==> config.mk <==
export PLATFORM = sky130hd
export DESIGN_NAME = dbl_to_int_conv
export DESIGN_NICKNAME = d
export VERILOG_FILES = /design/src/rtl/dti_pkg.sv /design/src/rtl/dti_unpack.sv /design/src/rtl/dti_round.sv /design/src/rtl/dti_pack.sv /design/src/rtl/dbl_to_int_conv.sv
export SDC_FILE = /design/constraint.sdc
export NUM_CORES = 1
export LEC_CHECK = 0
export ABC_AREA = 0
export BUFFER_PORTS_ARGS = -buffer_cell sky130_fd_sc_hd__buf_2
export CAP_MARGIN = 20
export CORE_ASPECT_RATIO = 0.6
export CORE_MARGIN = 2
export CORE_UTILIZATION = 37
export CTS_BUF_LIST = sky130_fd_sc_hd__clkbuf_16
export DETAILED_ROUTE_END_ITERATION = 6
export SETUP_SLACK_MARGIN = 0.15
export SYNTH_ARGS = -nofsm -noshare
export SYNTH_HDL_FRONTEND = slang
export SYNTH_SLANG_ARGS = --single-unit
==> constraint.sdc <==
create_clock -name clk -period 11.7 [get_ports clk]
set_clock_uncertainty 0.05 [all_clocks]
set_input_delay 0.585 -clock clk [delete_from_list [all_inputs] [get_ports clk]]
set_output_delay 0.585 -clock clk [all_outputs]
set_load 0.05 [all_outputs]
==> src/rtl/dti_pkg.sv <==
// Shared constants and types for the double-to-int32 converter.
// Assumes IEEE-754 binary64 operands and a 32-bit signed result.
package dti_pkg;
    localparam int DBL_W   = 64;
    localparam int EXP_W   = 11;
    localparam int FRC_W   = 52;
    localparam int INT_W   = 32;
    localparam int BIAS    = 1023;
    localparam int SIG_W   = FRC_W + 1;
    localparam int SH_W    = $clog2(SIG_W);
    localparam int TAG_W   = DBL_W - INT_W;
    localparam logic [TAG_W-1:0] IMG_TAG = 32'hFFF8_0000;

    typedef enum logic [1:0] {
        RM_NEAR = 2'b00,
        RM_ZERO = 2'b01,
        RM_POS  = 2'b10,
        RM_NEG  = 2'b11
    } rmode_e;
endpackage

==> src/rtl/dti_unpack.sv <==
// Splits a double into sign, class and an integer part plus guard/sticky bits.
// Assumes the integer part is only meaningful when the unbiased exponent is 0..31;
// larger finite values and infinities are reported through 'huge'.
module dti_unpack
    import dti_pkg::*;
(
    input  logic [DBL_W-1:0] op,
    output logic             sign,
    output logic             is_nan,
    output logic             is_snan,
    output logic             huge,
    output logic             exp_is_top,
    output logic [INT_W-1:0] ipart,
    output logic             guard,
    output logic             sticky
);
    localparam logic [EXP_W-1:0] EXP_ALL1 = '1;
    localparam int EXP_LIM = INT_W - 1;
    localparam logic signed [EXP_W+1:0] BIAS_S = (EXP_W+2)'(BIAS);

    logic [EXP_W-1:0]          bexp;
    logic [FRC_W-1:0]          frac;
    logic [SIG_W-1:0]          sig;
    logic signed [EXP_W+1:0]   uexp;
    logic [SH_W-1:0]           sh;

    assign sign    = op[DBL_W-1];
    assign bexp    = op[DBL_W-2:FRC_W];
    assign frac    = op[FRC_W-1:0];
    assign sig     = {|bexp, frac};
    assign uexp    = $signed({2'b00, bexp}) - BIAS_S;
    assign is_nan  = (bexp == EXP_ALL1) && (frac != '0);
    assign is_snan = is_nan && !frac[FRC_W-1];

    // Align the significand to the binary point and collect the rounding bits.
    always_comb begin
        ipart      = '0;
        guard      = 1'b0;
        sticky     = 1'b0;
        huge       = 1'b0;
        exp_is_top = 1'b0;
        sh         = '0;
        if (bexp == EXP_ALL1) begin
            huge = (frac == '0);
        end else if (uexp > EXP_LIM) begin
            huge = 1'b1;
        end else if (uexp >= 0) begin
            sh         = SH_W'(FRC_W) - SH_W'(uexp);
            ipart      = INT_W'(sig >> sh);
            guard      = sig[sh - 1'b1];
            sticky     = |(sig & ((SIG_W'(1) << (sh - 1'b1)) - SIG_W'(1)));
            exp_is_top = (uexp == EXP_LIM);
        end else if (uexp == -1) begin
            guard  = 1'b1;
            sticky = |frac;
        end else begin
            sticky = |op[DBL_W-2:0];
        end
    end
endmodule

==> src/rtl/dti_round.sv <==
// Applies the rounding mode to a magnitude with guard/sticky bits and
// returns the two's-complement integer. Assumes the caller filters overflow.
module dti_round
    import dti_pkg::*;
(
    input  logic             sign,
    input  rmode_e           mode,
    input  logic [INT_W-1:0] ipart,
    input  logic             guard,
    input  logic             sticky,
    output logic [INT_W-1:0] value,
    output logic             inexact,
    output logic             bumped
);
    logic [INT_W-1:0] mag;

    // Decide whether the magnitude moves up to the next integer.
    always_comb begin
        inexact = guard | sticky;
        unique case (mode)
            RM_NEAR: bumped = guard & (sticky | ipart[0]);
            RM_ZERO: bumped = 1'b0;
            RM_POS:  bumped = inexact & !sign;
            RM_NEG:  bumped = inexact & sign;
            default: bumped = 1'b0;
        endcase
    end

    // Add the increment and apply the sign.
    always_comb begin
        mag   = ipart + INT_W'(bumped);
        value = sign ? (~mag + INT_W'(1)) : mag;
    end
endmodule

==> src/rtl/dti_pack.sv <==
// Detects range and NaN violations, selects the saturated or rounded word,
// builds the tagged 64-bit image, the status flags and the write enable.
module dti_pack
    import dti_pkg::*;
(
    input  logic             sign,
    input  logic             is_nan,
    input  logic             is_snan,
    input  logic             huge,
    input  logic             exp_is_top,
    input  logic [INT_W-1:0] ipart,
    input  logic [INT_W-1:0] value,
    input  logic             inexact,
    input  logic             bumped,
    input  logic             inv_enable,
    output logic [DBL_W-1:0] image,
    output logic             wr_en,
    output logic             inv_cvt,
    output logic             inv_snan,
    output logic             fi,
    output logic             fr,
    output logic             xx_set
);
    localparam logic [INT_W-1:0] INT_MAX = {1'b0, {(INT_W-1){1'b1}}};
    localparam logic [INT_W-1:0] INT_MIN = {1'b1, {(INT_W-1){1'b0}}};

    logic             pos_ovf;
    logic             neg_ovf;
    logic [INT_W-1:0] word;

    // Classify the operand against the signed 32-bit range.
    always_comb begin
        pos_ovf = !sign && !is_nan &&
                  (huge || exp_is_top || (ipart == INT_MAX && inexact));
        neg_ovf = sign && !is_nan &&
                  (huge || (exp_is_top && (ipart != INT_MIN || inexact)));
        inv_cvt  = is_nan | pos_ovf | neg_ovf;
        inv_snan = is_snan;
    end

    // Select the result word and the rounding flags.
    always_comb begin
        if (is_nan || neg_ovf)  word = INT_MIN;
        else if (pos_ovf)       word = INT_MAX;
        else                    word = value;
        fi     = !inv_cvt && inexact;
        fr     = !inv_cvt && bumped;
        xx_set = fi;
    end

    // Pack the image and gate the write.
    always_comb begin
        image = {IMG_TAG, word};
        if (word == '0 && sign) image[INT_W] = 1'b1;
        wr_en = !(inv_cvt && inv_enable);
    end
endmodule

==> src/rtl/dbl_to_int_conv.sv <==
// Top of the double-to-int32 converter: one register stage after the
// combinational unpack/round/pack path. Assumes one operand per cycle at most.
module dbl_to_int_conv
    import dti_pkg::*;
(
    input  logic             clk,
    input  logic             rst_n,
    input  logic             in_valid,
    input  logic [DBL_W-1:0] operand,
    input  logic [1:0]       rmode,
    input  logic             force_trunc,
    input  logic             inv_enable,
    output logic             out_valid,
    output logic [DBL_W-1:0] out_image,
    output logic             out_wr_en,
    output logic             out_inv_cvt,
    output logic             out_inv_snan,
    output logic             out_fi,
    output logic             out_fr,
    output logic             out_xx_set
);
    rmode_e           eff_mode;
    logic             u_sign, u_nan, u_snan, u_huge, u_top, u_guard, u_sticky;
    logic [INT_W-1:0] u_ipart;
    logic [INT_W-1:0] r_value;
    logic             r_inexact, r_bumped;
    logic [DBL_W-1:0] p_image;
    logic             p_wr, p_inv, p_snan, p_fi, p_fr, p_xx;

    // Truncation override wins over the mode field.
    assign eff_mode = force_trunc ? RM_ZERO : rmode_e'(rmode);

    dti_unpack u_unpack (
        .op(operand), .sign(u_sign), .is_nan(u_nan), .is_snan(u_snan),
        .huge(u_huge), .exp_is_top(u_top), .ipart(u_ipart),
        .guard(u_guard), .sticky(u_sticky)
    );

    dti_round u_round (
        .sign(u_sign), .mode(eff_mode), .ipart(u_ipart), .guard(u_guard),
        .sticky(u_sticky), .value(r_value), .inexact(r_inexact), .bumped(r_bumped)
    );

    dti_pack u_pack (
        .sign(u_sign), .is_nan(u_nan), .is_snan(u_snan), .huge(u_huge),
        .exp_is_top(u_top), .ipart(u_ipart), .value(r_value),
        .inexact(r_inexact), .bumped(r_bumped), .inv_enable(inv_enable),
        .image(p_image), .wr_en(p_wr), .inv_cvt(p_inv), .inv_snan(p_snan),
        .fi(p_fi), .fr(p_fr), .xx_set(p_xx)
    );

    // Output register: flags pulse with valid, image holds between results.
    always_ff @(posedge clk) begin
        if (!rst_n) begin
            out_valid    <= 1'b0;
            out_image    <= '0;
            out_wr_en    <= 1'b0;
            out_inv_cvt  <= 1'b0;
            out_inv_snan <= 1'b0;
            out_fi       <= 1'b0;
            out_fr       <= 1'b0;
            out_xx_set   <= 1'b0;
        end else begin
            out_valid    <= in_valid;
            if (in_valid) out_image <= p_image;
            out_wr_en    <= in_valid & p_wr;
            out_inv_cvt  <= in_valid & p_inv;
            out_inv_snan <= in_valid & p_snan;
            out_fi       <= in_valid & p_fi;
            out_fr       <= in_valid & p_fr;
            out_xx_set   <= in_valid & p_xx;
        end
    end
endmodule

# Yosys cells after proc, flatten, opt, wreduce, memory -nomap -nowiden

Cells that the tools add are included.

Shift-type cells: 2
Reductions and logical operators: 30
Add/subtract/negate cells: 6
Magnitude comparators: 3
Equal/unequal tests: 8
Bitwise logic cells: 14
Muxes and demuxes: 24

Operators by type and width:

| cell                     | number |
|---|---|
| $mux W32                 | 6 |
| $reduce_or A63 Y1        | 1 |
| $and A53 B53 Y53         | 1 |
| $reduce_or A53 Y1        | 1 |
| $shl A1 B6 Y53 const A   | 1 |
| $shr A53 B6 Y32          | 1 |
| $sub A53 B1 Y53 const B  | 1 |
| $logic_not A52 Y1        | 1 |
| $reduce_bool A52 Y1      | 1 |
| $reduce_or A52 Y1        | 1 |
| $add A32 B1 Y32          | 1 |
| $add A32 B1 Y32 const B  | 1 |
| $eq A32 B31 Y1 const B   | 1 |
| $logic_not A32 Y1        | 1 |
| $ne A32 B32 Y1 const B   | 1 |
| $not A32 Y32             | 1 |
| $mux W1                  | 15 |
| $eq A12 B1 Y1 const B    | 1 |
| $eq A12 B6 Y1 const B    | 1 |
| $ge A12 B1 Y1 const B    | 1 |
| $gt A12 B6 Y1 const B    | 1 |
| $logic_and A1 B1 Y1      | 12 |
| $sub A11 B10 Y12 const B | 1 |
| $eq A11 B11 Y1 const B   | 1 |
| 14 further kinds         | 33 |

Word-level logic and storage cells: 94
Output and inout bits: 71
Bits of input ports: 71
Register bits: 40

# Depth between registers and ports, before layout

Gate-level depths: netlist (run 1).

Word-level depth: 22
Depth in mapped cells: 43
Depth with buffers taken out: 34

# Cells and area by module

From an unflattened synthesis (run 1), not the netlist that was laid out.

Cells, all modules: 1645
Area total of the unflattened synthesis: 11855.1 µm²

Modules (own cells, without submodules):

| module          | times used | cells each | sequential area each (µm²) | area an instance (µm²) |
|---|---|---|---|---|
| dti_unpack      | 1          | 1033       | 0.0                        | 6602.6 |
| dbl_to_int_conv | 1          | 223        | 1421.4                     | 2657.5 |
| dti_round       | 1          | 268        | 0.0                        | 1727.9 |
| dti_pack        | 1          | 121        | 0.0                        | 867.1 |

# Least setup slack after synthesis (run 1)

No wires, ideal clock.

Kind: input -> register
Start point: input operand[52]
End point: register out_image[32]
Buffers on the path: 11
Stages on the path: 42
Data required time: 11562 ps
Slack: 2381 ps
Library setup time: 88 ps
Arrival time: 9181 ps
Path through: buf_4 -> buf_4 -> clkinv_1 -> ha_1 -> buf_4 -> buf_6 -> buf_6 -> buf_4 -> nor3_1 -> o211ai_2 -> xor2_1 -> xnor2_1 -> clkbuf_1 -> clkbuf_1 -> nor2_1 -> nand2_1 -> ha_1 -> clkbuf_1 -> [... 6 more ...] -> and3_1 -> nor2_1 -> a221oi_1 -> a211oi_1 -> ha_1 -> ha_1 -> nand3_1 -> or4b_1 -> mux2i_1 -> a21oi_1 -> or3_1 -> buf_2 -> or3_4 -> o41a_1 -> o311ai_2 -> nand2_1 -> or4_1 -> o32ai_2

Cells in the longest elaborated chain, start to end: 22
Elaborated cells between the ends (all ways): 63
Classes of those cells: add/sub: 6; order compare: 2; eq/ne: 5; shift: 2; mux: 23; bitwise: 7; reduce/logical: 18

RTL lines:

| item                    | RTL line                           | text |
|---|---|---|
| from (decl)             | dbl_to_int_conv.sv:9               | `input logic [DBL_W-1:0] operand,` |
| $sub A11 B10 Y12        | dti_unpack.sv:31                   | `assign uexp = $signed({2'b00, bexp}) - BIAS_S;` |
| $sub A5 B6 Y6           | dti_unpack.sv:48                   | `sh = SH_W'(FRC_W) - SH_W'(uexp);` |
| $sub A6 B1 Y6           | dti_unpack.sv:50, dti_unpack.sv:51 |  |
| $shl A1 B6 Y53          | dti_unpack.sv:51                   | `sticky = \|(sig & ((SIG_W'(1) << (sh - 1'b1)) - SIG_W'(1)));` |
| $sub A53 B1 Y53         | dti_unpack.sv:51                   |  |
| $and A53 B53 Y53        | dti_unpack.sv:51                   |  |
| $reduce_or A53 Y1       | dti_unpack.sv:51                   |  |
| $mux W1                 | dti_unpack.sv:47                   | `end else if (uexp >= 0) begin` |
| [... 6 more ...]        | n/a                                |  |
| $not A32 Y32            | dti_round.sv:32                    | `value = sign ? (~mag + INT_W'(1)) : mag;` |
| $add A32 B1 Y32         | dti_round.sv:32                    |  |
| $mux W32                | dti_round.sv:32                    |  |
| $mux W32                | dti_pack.sv:44                     | `else if (pos_ovf) word = INT_MAX;` |
| $mux W32 (*)            | dti_pack.sv:43                     | `if (is_nan \|\| neg_ovf) word = INT_MIN;` |
| $logic_not A32 Y1 (*)   | dti_pack.sv:54                     | `if (word == '0 && sign) image[INT_W] = 1'b1;` |
| $logic_and A1 B1 Y1 (*) | dti_pack.sv:54                     |  |
| $mux W1 (*)             | dti_pack.sv:54                     |  |
| to (signal assigned)    | dbl_to_int_conv.sv:65              | `if (in_valid) out_image <= p_image;` |
| to (decl)               | dbl_to_int_conv.sv:14              | `output logic [DBL_W-1:0] out_image,` |

Mark *: on every way between the ends. The rest lies on a longest branch, timed or not. The select of a mux whose other input is x is not followed.
A chain may end at the register's enable or synchronous reset.

# Final worst setup path (run 1)

Ends and elaborated chain as after synthesis.

==> results of run 1 <==
-- layer usage --
layer / vias to the layer above / global-route usage, % / share of wire, %
met5: - / 3.57 / 0.27
met4: 4 / 3.55 / 1.3
met3: 74 / 20.4 / 19
met2: 1148 / 38.2 / 32
met1: 7012 / 57.3 / 47
li1: 6224 / - / -
-- worst register-to-register path: stages (launching register included) --
cell and delay (ns):
dfxtp_1 0.39, nand2_1 0.08, o31a_1 0.15, nor2b_1 0.10
-- cells in the final DEF (no fill, tap or decap), types with 14 or more instances in the layout --
| cell | netlist | final |
|---|---|---|
| a31oi_1 | 16 | 16 |
| o21ai_0 | 74 | 74 |
| mux2i_1 | 28 | 28 |
| a21oi_1 | 84 | 84 |
| dfxtp_1 | 40 | 40 |
| o2111ai_1 | 18 | 18 |
| buf_4 | 47 | 46 |
| inv_1 | 35 | 35 |
| nor3_1 | 48 | 48 |
| o22ai_1 | 22 | 22 |
| xnor2_1 | 49 | 47 |
| a211oi_1 | 23 | 23 |
| o211ai_1 | 52 | 52 |
| nand4_1 | 39 | 39 |
| and2_1 | 26 | 26 |
| nand3_1 | 64 | 64 |
| conb_1 | 1 | 18 |
| nor4_1 | 38 | 38 |
| or3_1 | 14 | 14 |
| a211o_1 | 15 | 15 |
| mux4_2 | 56 | 56 |
| nand2_1 | 178 | 178 |
| a21boi_0 | 18 | 18 |
| xor2_1 | 29 | 29 |
| buf_2 | 35 | 123 |
| and3_1 | 18 | 18 |
| o21a_1 | 19 | 19 |
| nor2_1 | 153 | 152 |
| nor2b_1 | 17 | 17 |
-- state kept, by name, summed over array words and instances (netlist names) --
signal and count:
out_inv_cvt 1, out_valid 1, out_wr_en 1, out_fr 1
out_image 34, out_inv_snan 1, out_xx_set 1
-- kinds of logic (layout without fill, tap and decap cells) --
family          after synthesis  count (layout)
mux                         102             102
simple gates                683             683
buf+inv                     196             219
other cells                   1              18
compound gates              487             487
xor+xnor                     82              82
flops                        40              40
fa+ha+maj                    10              10
-- worst max-delay path by stage --
stage	end	cells after the start
5_1_grt	out_image[32]	35
4_1_cts	out_image[32]	35
3_5_place_dp	out_image[32]	35
6_report	out_image[32]	35
2_1_floorplan	out_image[32]	42
3_3_place_gp	out_image[32]	35
-- report_power, final --
part	internal (mW)	switching, mW
logic	0.247	0.560
clock network	0.0782	0.0582
registers	0.144	0.00407
total	0.469	0.622
-- metrics by stage --
step                      hold slack, ns  std cells  setup slack, ns  power (mW)
after floorplan                    0.627       1618             2.38       0.681
after global placement             0.407       2047             1.31       0.913
after detailed placement           0.413       2048             1.05       0.905
after CTS                          0.403       2056             1.31        1.05
after global routing               0.411       2057            0.352        1.13
final                              0.412       2057            0.942        1.09
-- cell type report --
type | instances | area (um2)
flip-flops and latches | 40 | 801
repair buffers | 170 | 968
multi-input cells | 1382 | 9890
inverters | 41 | 154
well taps | 416 | 520
fillers | 3336 | 18600
clock inverters | 3 | 18.8
clock buffers | 5 | 125
==> results by group, run 1 <==
Status
  • Status: finished with violations
  • Violated checks: DRC

Synthesis
  • Mean Syn Cell Area: 7.28 um2
  • Yosys warns: 0
  • Post-synth top area share: 10.8%
  • Async S/R FF share, synth: 0%
  • Largest family of logic cells by synthesized area: simple AND/OR/NAND/NOR gates
  • Mux share of post-synthesis cell area: 15.9%
  • Most common cell in the netlist: nand2_1
  • Cell accounting for the most synthesized area: mux4_2
  • Synth cell types: 112
  • Most instantiated cells after synthesis: 178 x nand2_1, 153 x nor2_1, 84 x a21oi_1
  • Top post-synthesis cells by area: mux4_2 11%, dfxtp_1 6.9%, nand2_1 5.7%
  • Synth Area in XOR/XNOR: 6.51%
  • Ys flop type: dfxtp_1
  • Compound-Gate Fraction of Synth Area: 30.0%
  • Post-synthesis sequential area ratio: 6.87%
  • Post-Syn Instances: 1601
  • Adder-cell share of the synthesized area: 1.07%
  • Post-synthesis simple-gate area fraction: 30.5%
  • #FFs+latches synth: 40
  • Synthesized cell area: 0.0117 mm2
  • Number of enable flip-flop cells after synthesis: 0

Run
  • MaxCap Viol Count: 0

Power
  • Cell Pwr Density: 87.4 mW/mm2
  • Pleak: 4.65 nW
  • Maximum vdd drop: 0.0574 mV

Setup path
  • WP data arrival: 10.92 ns
  • Worst R2R Path Depth: 3
  • Reg2Reg Capture Point: out_image[27]
  • Buf/Inv on CP: 4
  • Kind of end point of the critical path: register
  • CP startpoint kind: input pin
  • CP Max Fanout: 22
  • CP startpoint: operand[52]
  • Slowest cell on crit path: ha_4
  • Critical Path Max Stage Delay: 0.66 ns
  • Family with the most delay on the worst path: simple AND/OR/NAND/NOR gates
  • Critical path class: input pin to register
  • Worst Path Required: 11.86 ns
  • FF-to-FF Start: out_image[27]
  • Flop2flop setup slack: 10.87 ns

Timing
  • Crit share post-route: 91.9%
  • Final Hold Fails: 0
  • Slew of the pin with the lowest slew margin: 1.19 ns
  • Slew Limit Fails: 0
  • Peak Freq: 0.0930 GHz
  • Fin Setup TNS: 0 ns
  • RSZ-0062 raised after global routing: false
  • Final Critical Period: 10.76 ns
  • Final setup fails: 0
  • Slew margin rel.: 19.8%

Clocking
  • Clock sink total: 40
  • CTS tree: built
  • Clock Latency Late Sink: 0.30 ns
  • CTS buffer count: 5
  • Clock transition at the registers of the reported paths: 0.06 ns
  • Post_cts resized: 0
  • Clock tree buffer depth: 2
  • CTS root buffer: clkbuf_16
  • H-Tree Depth: 2
  • Postcts setup bufs: 0
  • Cts hold-fix bufs: 0

Place
  • Placed inst area: 0.0123 mm2
  • DP HPWL: 48000 um
  • GP Congestion: 1.06
  • IO buf count: 123

Drt
  • Via density: 7.03
  • Initial DRC Count: 2375
  • DRT antenna net count: 0
  • DR vias: 14462
  • DRT Pass-1 Iters: 7
  • Routed WL: 60400 um
  • WL per Instance: 29.4 um
  • Residual DRC: 3

Global route
  • Overflow after GRT: 0
  • Vias in the first global route: 12447
  • Largest net degree at the start of global routing: 79
  • GRT Resource Usage Total: 35.6%
  • First-pass GRT wire length: 87500 um
  • Initial antenna violation count: 0

Layout
  • Layout area overhead: 7.05%
  • Share of layout cells above drive strength 1: 18.6%
  • Antenna fix cells: 0
  • # nets final: 1721
  • Util after Layout: 40.1%
  • Post-route cell area: 0.0125 mm2

Floorplan
  • Core area: 0.0311 mm2
  • Row cnt: 50
  • Die span in y: 141 um
  • Die area: 0.0330 mm2
  • Initial core utilization: 37.5%
  • I/O pin count: 142
  • Die X: 233 um

Worst hold path
  • Worst Hold End: out_wr_en
  • Min-delay worst type: input pin to register
  • Worst Hold Launch: inv_enable
  • Hold depth: 2
Power figures use the tool's default switching activity.
==> inputs of run 2 (changes only) <==
--- a/config.mk
+++ b/config.mk
@@ -6,13 +6,13 @@
 export NUM_CORES = 1
 export LEC_CHECK = 0
 export ABC_AREA = 0
-export BUFFER_PORTS_ARGS = -buffer_cell sky130_fd_sc_hd__buf_2
 export CAP_MARGIN = 20
 export CORE_ASPECT_RATIO = 0.6
 export CORE_MARGIN = 2
 export CORE_UTILIZATION = 37
 export CTS_BUF_LIST = sky130_fd_sc_hd__clkbuf_16
 export DETAILED_ROUTE_END_ITERATION = 6
+export DONT_BUFFER_PORTS = 1
 export SETUP_SLACK_MARGIN = 0.15
 export SYNTH_ARGS = -nofsm -noshare
 export SYNTH_HDL_FRONTEND = slang
==> constraint.sdc (replaced) <==
create_clock -name clk -period 12.9 [get_ports clk]
set_clock_uncertainty 0.05 [all_clocks]
set_input_delay 0.645 -clock clk [delete_from_list [all_inputs] [get_ports clk]]
set_output_delay 0.645 -clock clk [all_outputs]
set_load 0.05 [all_outputs]
==> run 2 against run 1 <==
  * The flow now finishes without violations
  * Largest cell class unchanged
  * Register-to-register slack better by 0.87 ns
  * First-iteration DRC count shrank 7.7%
  * Critical path depth fell by 1
  * Sequential power rose by 8%
  * Hold slack got worse by 0.036 ns
  * Final area shrank 5.3%
  * Non-clock buffer count decreased by 136
  * Sequential share of layout area up 0.39 points
  * Routed wire length increased by 1.8%
  * Core utilization down 2.1 points
==> results by group, run 2 (synthesis results as in run 1) <==
Status
  • Status: complete, no violations

Drt
  • WL per Instance: 32.0 um (+9.0%)
  • Residual DRC: 0 (-3)
  • DRT antenna net count: 0 (unchanged)
  • Initial DRC Count: 2191 (-7.7%)
  • Via density: 7.23 (+2.8%)
  • DR vias: 13895 (-3.9%)
  • DRT Pass-1 Iters: 5 (-2)
  • Routed WL: 61500 um (+1.8%)

Layout
  • Post-route cell area: 0.0118 mm2 (-5.3%)
  • Fillcell total: 3312 (-0.72%)
  • Register area: 805 um2 (+0.47%)
  • Most flop-heavy register: out_image
  • Commonest non-fill, non-tap cell in the layout: nand2_1
  • Most frequent cells in the layout: 178 x nand2_1, 152 x nor2_1, 84 x a21oi_1, 74 x o21ai_0, 64 x nand3_1
  • # nets final: 1585 (-7.9%)
  • Share of layout cells above drive strength 1: 11.4% (-7.3 points)
  • Layout area overhead: 1.36%
  • Multi-input logic area: 0.00989 mm2 (unchanged)
  • Max reg flops: 34 (unchanged)

Setup path
  • Critical path class: input pin to register
  • Buf/Inv on CP: 2 (-2)
  • Critical Path Max Stage Delay: 0.89 ns (+0.23 ns)
  • CP startpoint kind: input pin
  • Slowest cell on crit path: ha_4
  • WP data arrival: 11.60 ns (+0.68 ns)
  • CP Max Fanout: 99 (+350%)
  • Kind of end point of the critical path: register
  • Family with the most delay on the worst path: simple AND/OR/NAND/NOR gates
  • Critical path's most frequent cell: ha_1
  • Worst Path Required: 13.06 ns (+1.20 ns)

Power
  • Cell Pwr Density: 80.2 mW/mm2 (-8.2%)
  • Maximum vdd drop: 0.0410 mV (-29%)
  • Pleak: 4.07 nW (-13%)
  • Pwr Total: 0.948 mW (-13%)

Timing
  • Slew Limit Fails: 0 (unchanged)
  • Setup ws final: 1.45 ns (+0.513 ns)
  • RSZ-0062 raised after global routing: false
  • Final setup fails: 0 (unchanged)
  • Slew margin rel.: 14.2% (-5.6 points)
  • Slew of the pin with the lowest slew margin: 1.28 ns (+0.0857 ns)
  • Crit share post-route: 88.7%
  • Final Hold Fails: 0 (unchanged)
  • Peak Freq: 0.0874 GHz
  • Final Critical Period: 11.45 ns
  • Fin Setup TNS: 0 ns (unchanged)

Global route
  • GRT Resource Usage Total: 36.3% (+0.71 points)
  • Vias in the first global route: 12300 (-1.2%)
  • First-pass GRT wire length: 88100 um (+0.65%)
  • Overflow after GRT: 0 (unchanged)
  • Initial antenna violation count: 4 (+4)
  • Largest net degree at the start of global routing: 100 (+27%)

Clocking
  • Clock transition at the registers of the reported paths: 0.06 ns (about the same)
  • Post_cts resized: 0 (unchanged)
  • Cts hold-fix bufs: 0 (unchanged)
  • CTS buffer count: 5 (unchanged)
  • CTS root buffer: clkbuf_16
  • CTS tree: built
  • Clock tree buffer depth: 2 (unchanged)
  • Clock Latency Late Sink: 0.29 ns (about the same)
  • H-Tree Depth: 2 (unchanged)
  • Clock sink total: 40 (unchanged)
  • Postcts setup bufs: 0 (unchanged)

Floorplan
  • Die area: 0.0330 mm2 (unchanged)
  • Initial core utilization: 37.5% (unchanged)
  • I/O pin count: 142 (unchanged)
  • Die span in y: 141 um (unchanged)
  • Core area: 0.0311 mm2 (unchanged)
  • Die X: 233 um (unchanged)
  • Row cnt: 50 (unchanged)

Place
  • Place WS: 1.70 ns (+0.651 ns)
  • DP HPWL: 48500 um (+1.1%)
  • Placed inst area: 0.0116 mm2 (-5.5%)
  • IO buf count: 0 (-100%)
  • GP Congestion: 1.08 (+1.9%)

Run
  • MaxCap Viol Count: 0 (unchanged)

Worst hold path
  • Min-delay worst type: input pin to register
[run 2: cell count changes in the layout (fill, tap and decap cells not counted), sizes merged]
cell,before,now
clkinv,3,4
diode,0,1
bufinv,0,1
buf,169,34
clkinvlp,2,0
clkbuf,6,5
[run 2: path summary, 6_finish.rpt]
| check | from | to | slack (ns) | depth (start not counted) |
|---|---|---|---|---|
| setup reg to reg | out_image[27] | out_image[27] | 11.74 | 3 |
| setup / recovery | operand[52] | out_image[32] | 1.45 | 34 |
| hold reg to reg | out_image[3] | out_image[3] | 0.68 | 2 |
| hold / removal | operand[51] | out_inv_snan | 0.38 | 1 |
[run 2: cell type report]
type,count,area share (%)
inverter,41,1.30
multi-input combinational,1382,83.7
tap,416,4.40
clock buffer,5,1.06
antenna,1,0.0212
clock inverter,3,0.360
timing repair buffer,34,2.33
sequential,40,6.81
[run 2: routing by layer]
layer | vias to the layer above | share of wire (%) | global-route usage [%]
li1 | 5952 | - | -
met1 | 6757 | 46 | 56.0
met4 | 0 | 0.69 | 2.45
met3 | 47 | 21 | 24.7
met5 | - | 0 | 0
met2 | 1139 | 33 | 39.9
[run 2: power breakdown]
part | leakage [nW] | switching [mW] | total [mW] | internal, mW
logic | 3.66 | 0.434 | 0.643 | 0.208
clock network | 0.0814 | 0.0542 | 0.145 | 0.0910
registers | 0.328 | 0.0302 | 0.160 | 0.130
[run 2: metrics by stage]
step / hold slack (ns) / utilization (%) / std cells
after floorplan: 0.643 / - / 1618
after global placement: 0.666 / 37.5 / 1913
after detailed placement: 0.676 / 37.5 / 1913
after CTS: 0.366 / 38.0 / 1921
after global routing: 0.374 / 38.0 / 1921
final: 0.376 / 38.0 / 1922
[run 2: worst reg2reg max path, delay by kind of cell, from the launching register on]
family | cells | cell delay (ns)
DFF | 1 | 0.70
and+or+nand+nor | 2 | 0.21
AOI/OAI and AO/OA | 1 | 0.15
